===== src/rtl/pau_pkg.sv =====
package pau_pkg;

    typedef enum logic [2:0] {
        ST_IDLE,
        ST_OPEN,
        ST_ACKED,
        ST_REJECT,
        ST_TRAP
    } pau_state_e;

    typedef struct packed {
        logic ack;
        logic nack;
        logic exec;
        logic discard;
        logic trap;
        logic exc;
        logic perr;
    } pau_out_t;

endpackage


===== src/rtl/pau_ctx_filter.sv =====
module pau_ctx_filter #(
    parameter int CTX_W = 8
) (
    input  logic             clk,
    input  logic             rst_n,
    input  logic             wr,
    input  logic             wr_en,
    input  logic [CTX_W-1:0] wr_ctx,
    input  logic [CTX_W-1:0] ctx,
    output logic             hit
);
    logic             en_q;
    logic [CTX_W-1:0] ctx_q;

    always_ff @(posedge clk) begin
        if (!rst_n) begin
            en_q  <= 1'b0;
            ctx_q <= '0;
        end else if (wr) begin
            en_q  <= wr_en;
            ctx_q <= wr_ctx;
        end
    end

    assign hit = en_q && (ctx == ctx_q);
endmodule


===== src/rtl/pau_txn_judge.sv =====
module pau_txn_judge (
    input  logic crc_ok,
    input  logic busy,
    input  logic is_cond,
    input  logic cond_true,
    input  logic filt_hit,
    output logic fail
);
    // A transaction fails on busy input, bad CRC, false conditional or a filtered context
    always_comb begin
        fail = busy || !crc_ok || filt_hit || (is_cond && !cond_true);
    end
endmodule


===== src/rtl/pkt_ack_unit.sv =====
module pkt_ack_unit
    import pau_pkg::*;
#(
    parameter int CTX_W = 8
) (
    input  logic             clk,
    input  logic             rst_n,
    input  logic             pkt_sop,
    input  logic             pkt_eop,
    input  logic             txn_valid,
    input  logic             txn_ack_now,
    input  logic             txn_crc_ok,
    input  logic             txn_is_cond,
    input  logic             txn_cond_true,
    input  logic [CTX_W-1:0] txn_ctx,
    input  logic             in_busy,
    input  logic             flt_wr,
    input  logic             flt_wr_en,
    input  logic [CTX_W-1:0] flt_wr_ctx,
    output logic             ack_o,
    output logic             nack_o,
    output logic             txn_exec_o,
    output logic             txn_discard_o,
    output logic             txn_trap_o,
    output logic             nack_after_ack_o,
    output logic             proto_err_o
);
    pau_state_e state_q, state_d;
    pau_out_t   out_d, out_q;
    logic       filt_hit;
    logic       fail;

    pau_ctx_filter #(.CTX_W(CTX_W)) u_filter (
        .clk    (clk),
        .rst_n  (rst_n),
        .wr     (flt_wr),
        .wr_en  (flt_wr_en),
        .wr_ctx (flt_wr_ctx),
        .ctx    (txn_ctx),
        .hit    (filt_hit)
    );

    pau_txn_judge u_judge (
        .crc_ok    (txn_crc_ok),
        .busy      (in_busy),
        .is_cond   (txn_is_cond),
        .cond_true (txn_cond_true),
        .filt_hit  (filt_hit),
        .fail      (fail)
    );

    // State register
    always_ff @(posedge clk) begin
        if (!rst_n) state_q <= ST_IDLE;
        else        state_q <= state_d;
    end

    // Next state
    always_comb begin
        state_d = state_q;
        if (pkt_sop) begin
            state_d = ST_OPEN;
        end else if (pkt_eop) begin
            state_d = ST_IDLE;
        end else if (txn_valid) begin
            unique case (state_q)
                ST_OPEN: begin
                    if (fail)             state_d = ST_REJECT;
                    else if (txn_ack_now) state_d = ST_ACKED;
                end
                ST_ACKED: begin
                    if (fail) state_d = ST_TRAP;
                end
                default: state_d = state_q;
            endcase
        end
    end

    // Outputs
    always_comb begin
        out_d = '0;
        if (pkt_sop) begin
            out_d = '0;
        end else if (pkt_eop) begin
            if (state_q == ST_OPEN) begin
                out_d.nack = 1'b1;
                out_d.perr = 1'b1;
            end
        end else if (txn_valid) begin
            unique case (state_q)
                ST_IDLE: out_d = '0;
                ST_OPEN: begin
                    if (fail) begin
                        out_d.nack    = 1'b1;
                        out_d.discard = 1'b1;
                    end else begin
                        out_d.exec = 1'b1;
                        out_d.ack  = txn_ack_now;
                    end
                end
                ST_ACKED: begin
                    if (fail) begin
                        out_d.trap = 1'b1;
                        out_d.exc  = 1'b1;
                    end else begin
                        out_d.exec = 1'b1;
                    end
                end
                ST_REJECT: out_d.discard = 1'b1;
                ST_TRAP:   out_d.trap    = 1'b1;
                default:   out_d = '0;
            endcase
        end
    end

    always_ff @(posedge clk) begin
        if (!rst_n) out_q <= '0;
        else        out_q <= out_d;
    end

    assign ack_o            = out_q.ack;
    assign nack_o           = out_q.nack;
    assign txn_exec_o       = out_q.exec;
    assign txn_discard_o    = out_q.discard;
    assign txn_trap_o       = out_q.trap;
    assign nack_after_ack_o = out_q.exc;
    assign proto_err_o      = out_q.perr;
endmodule


===== config.mk =====
export PLATFORM = sky130hd
export DESIGN_NAME = pkt_ack_unit
export DESIGN_NICKNAME = d
export VERILOG_FILES = /design/src/rtl/pau_pkg.sv /design/src/rtl/pau_ctx_filter.sv /design/src/rtl/pau_txn_judge.sv /design/src/rtl/pkt_ack_unit.sv
export SDC_FILE = /design/constraint.sdc
export NUM_CORES = 1
export LEC_CHECK = 0
export BUFFER_PORTS_ARGS = -buffer_cell sky130_fd_sc_hd__buf_4
export CAP_MARGIN = 0
export CORE_MARGIN = 2
export CORE_UTILIZATION = 46
export DETAILED_ROUTE_END_ITERATION = 6
export PLACE_DENSITY = 0.83
export SYNTH_ARGS = -nofsm -noshare
export SYNTH_HDL_FRONTEND = slang
export SYNTH_SLANG_ARGS = --single-unit

===== constraint.sdc =====
create_clock -name clk -period 1.8 [get_ports clk]
set_input_delay 0.36 -clock clk [delete_from_list [all_inputs] [get_ports clk]]
set_output_delay 0.36 -clock clk [all_outputs]
set_load 0.05 [all_outputs]

==> impl_metrics.yaml <==
clock_network:
  htreeDepth: 1
  cts.sinks: 19
  cts-resized-gates: 0
  clock_path_buffers: 2
  clkTransAtPathRegs_ns: 0.11
  post_cts_buffers: 0
  insertion_delay_ns: 0.30
  cts-root-buf: "clkbuf_4"
  cts_tree: "yes"
  hold_buffers: 0
  cts_made_buffers: 3
critical_path:
  crit-reg2reg-capture: "txn_trap_o"
  reg2reg_setup_slack_ns: 0.24
  r2r_start: "u_filter.ctx_q[6]"
  startpoint_type: "flop"
  crit_fanout: 8
  worst_setup_path_end_kind: "flop"
  worstPathArrival_ns: 1.78
  reg2reg_depth: 5
  setup.worst_path.class: "flop to flop"
  required_ns: 2.01
grt:
  antenna_found_initial: 0
  gr-usage-all-layers_pct: 19.2
  grtUsageMet3_pct: 4.53
  gr-usage-met1_pct: 20.6
  overflow: 0
  globalRoute.busiestLayer: "met2"
  grt_max_degree: 12
  grt_use_met2_pct: 34.3
  grt_pass1_wl_mm: 3.06
  first_global_vias: 769
pwr:
  max-vdd-ir-drop_mv: 0.503
  p_leak_nw: 0.504
  p_clk_share_pct: 26.6
  switching_share_pct: 25.4
  seqPwrFrac_pct: 55.8
  p_switching_mw: 0.205
  p_total_mw: 0.806
  p_comb_share_pct: 17.6
  intPower_mw: 0.601
  power_density_nw_per_um2: 676
timing:
  finalHoldViolCount: 0
  setup_viol_count_final: 0
  max_freq_ghz: 0.640
  worstMarginPinSlew_ns: 0.413
  timing.final.crit_share_pct: 86.9
  final-max-slew-violation-count: 0
  finalCriticalPeriod_ns: 1.56
  rsz0062_at_grt: "no"
  finalSetupTns_ns: 0
  skew_ns: 0.00477
  slew_headroom_pct: 72.5
yosys:
  yosysTopAreaCellShare_pct: 43.7
  synthCells: 89
  yosys.area.top_type: "dfxtp_1"
  ys_top_cells_by_area: "dfxtp_1, mux2i_1, xnor2_1"
  postSynthAreaPerCell_um2: 9.78
  ys_seq_area_share_pct: 43.7
  synth_warnings: 0
  ys_ff_latch: 19
  synth_nets: 117
  ys_types: 25
  syn_area_um2: 871
drt:
  first_iter_violations: 16
  routedWlPerCell_um: 12.1
  wirelength_mm: 1.83
  dr_total_vias: 787
  drc: 0
  firstDrtPassIters: 4
  drtAntennaViolNets: 0
  via_per_inst: 5.18
cells_and_area:
  insertedDiodeCount: 0
  fin_area_um2: 1190
  area.growth.synth_to_final_pct: 36.9
  nets: 156
  drive_gt1_share_pct: 36.2
placed_design:
  place_area_um2: 1160
  gp_congestion: 0.898
  dp_hpwl_mm: 1.46
  numPortBuffers: 34
floorplanning:
  io_pins: 35
  start_util_pct: 49.9
  die_w_um: 47.5
  core-area_um2: 1750
  die_y_um: 47.5
  row_count: 15
  fp.dieArea_um2: 2260
worst_hold_path:
  holdPathEnd: "u_filter.ctx_q[4]"
  hp-start: "flt_wr_ctx[4]"
  hold_depth: 3
  min_path_type: "primary input to flop"
run:
  cap_violations: 0
status:
  status: "complete, no violations"
## cells in the final DEF, fill, tap and decap left out, drive strengths merged
cell type,Yosys,routed
nor3b,1,1
nand3b,2,2
o31ai,1,1
nand3,2,2
a21o,1,1
nand2b,4,4
nor3,3,3
xnor2,8,8
nor2,5,5
inv,2,2
nor4,2,2
a31o,1,1
nor2b,11,11
o21ai,3,3
buf,0,36
dfxtp,19,19
o32ai,1,1
o221ai,1,1
a31oi,1,1
nand4,2,2
clkbuf,2,3
clkinv,0,1
a211oi,1,1
mux2i,10,10
nand2,6,6
## Yosys cell counts (all sizes together)
library cell,instances
o31ai,1
inv,2
nor3b,1
a211oi,1
nand3b,2
nor2,5
o21ai,3
nand3,2
dfxtp,19
nor2b,11
clkbuf,2
o221ai,1
a31oi,1
nand2,6
nand2b,4
o32ai,1
nand4,2
nor3,3
a21o,1
mux2i,10
a31o,1
nor4,2
xnor2,8
## power by group through the flow
stage | logic, mW | registers [mW] | clock network (mW)
after floorplan | 0.0707 | 0.462 | 0
after detailed placement | 0.142 | 0.459 | 0
after CTS | 0.143 | 0.449 | 0.220
after global routing | 0.155 | 0.452 | 0.240
after global placement | 0.138 | 0.458 | 0
final | 0.142 | 0.449 | 0.214
## worst max-delay path by stage
stage                      start         end  slack [ns]  depth (start not counted)
5_1_grt        u_filter.ctx_q[7]  state_q[0]        0.13                          5
2_1_floorplan         txn_ctx[7]  state_q[0]        0.38                          5
4_1_cts        u_filter.ctx_q[7]  txn_trap_o        0.23                          5
6_report       u_filter.ctx_q[6]  txn_trap_o        0.24                          5
3_3_place_gp          txn_ctx[7]  state_q[0]        0.15                          6
3_5_place_dp          txn_ctx[7]  txn_trap_o        0.12                          6
## stage by stage
| step | instances | hold slack (ns) | utilization [%] | worst slack, ns |
|---|---|---|---|---|
| floorplan | 89 | 0.479 | - | 0.384 |
| global placement | 148 | 0.518 | 66.7 | 0.154 |
| detailed placement | 148 | 0.527 | 66.7 | 0.119 |
| CTS | 152 | 0.314 | 68.3 | 0.234 |
| global route | 152 | 0.307 | 68.3 | 0.135 |
| finish | 152 | 0.315 | 68.3 | 0.236 |
## layer usage
metal / vias up / wire (um)
met4: 0 / 23
met2: 31 / 966
met1: 364 / 737
li1: 388 / -
met5: - / 0
met3: 4 / 107
## sequential cells by signal, indices dropped and copies added, names as in the netlist
signal,flops
txn_trap_o,1
nack_after_ack_o,1
proto_err_o,1
u_filter.ctx_q,8
txn_discard_o,1
nack_o,1
state_q,3
ack_o,1
u_filter.en_q,1
txn_exec_o,1
## final cells by class
type	count	area, um^2
repair buffers	36	270
clock buffers	3	22.5
fillers	152	553
flip-flops and latches	19	380
multi-input cells	66	475
well taps	25	31.3
clock inverters	1	5.00
inverters	2	7.51
## worst max-delay path, stage by stage (launching register included)
cell and delay (ns):
dfxtp_1 0.34, xnor2_1 0.17, nand3_1 0.16, o31ai_4 0.44, nand2_2 0.12, o32ai_2 0.25
## cells by family (layout without fill, tap and decap cells)
kind of cell / Yosys count / count (layout) / synth area share, %
xor gates and xnor gates: 8 / 8 / 8.05
buffers and inverters: 4 / 42 / 1.72
and+or+nand+nor: 38 / 38 / 24.4
muxes: 10 / 10 / 11.5
DFF: 19 / 19 / 43.7
AOI/OAI and AO/OA: 10 / 10 / 10.6
No activity file was read; power rests on OpenSTA's default activity.
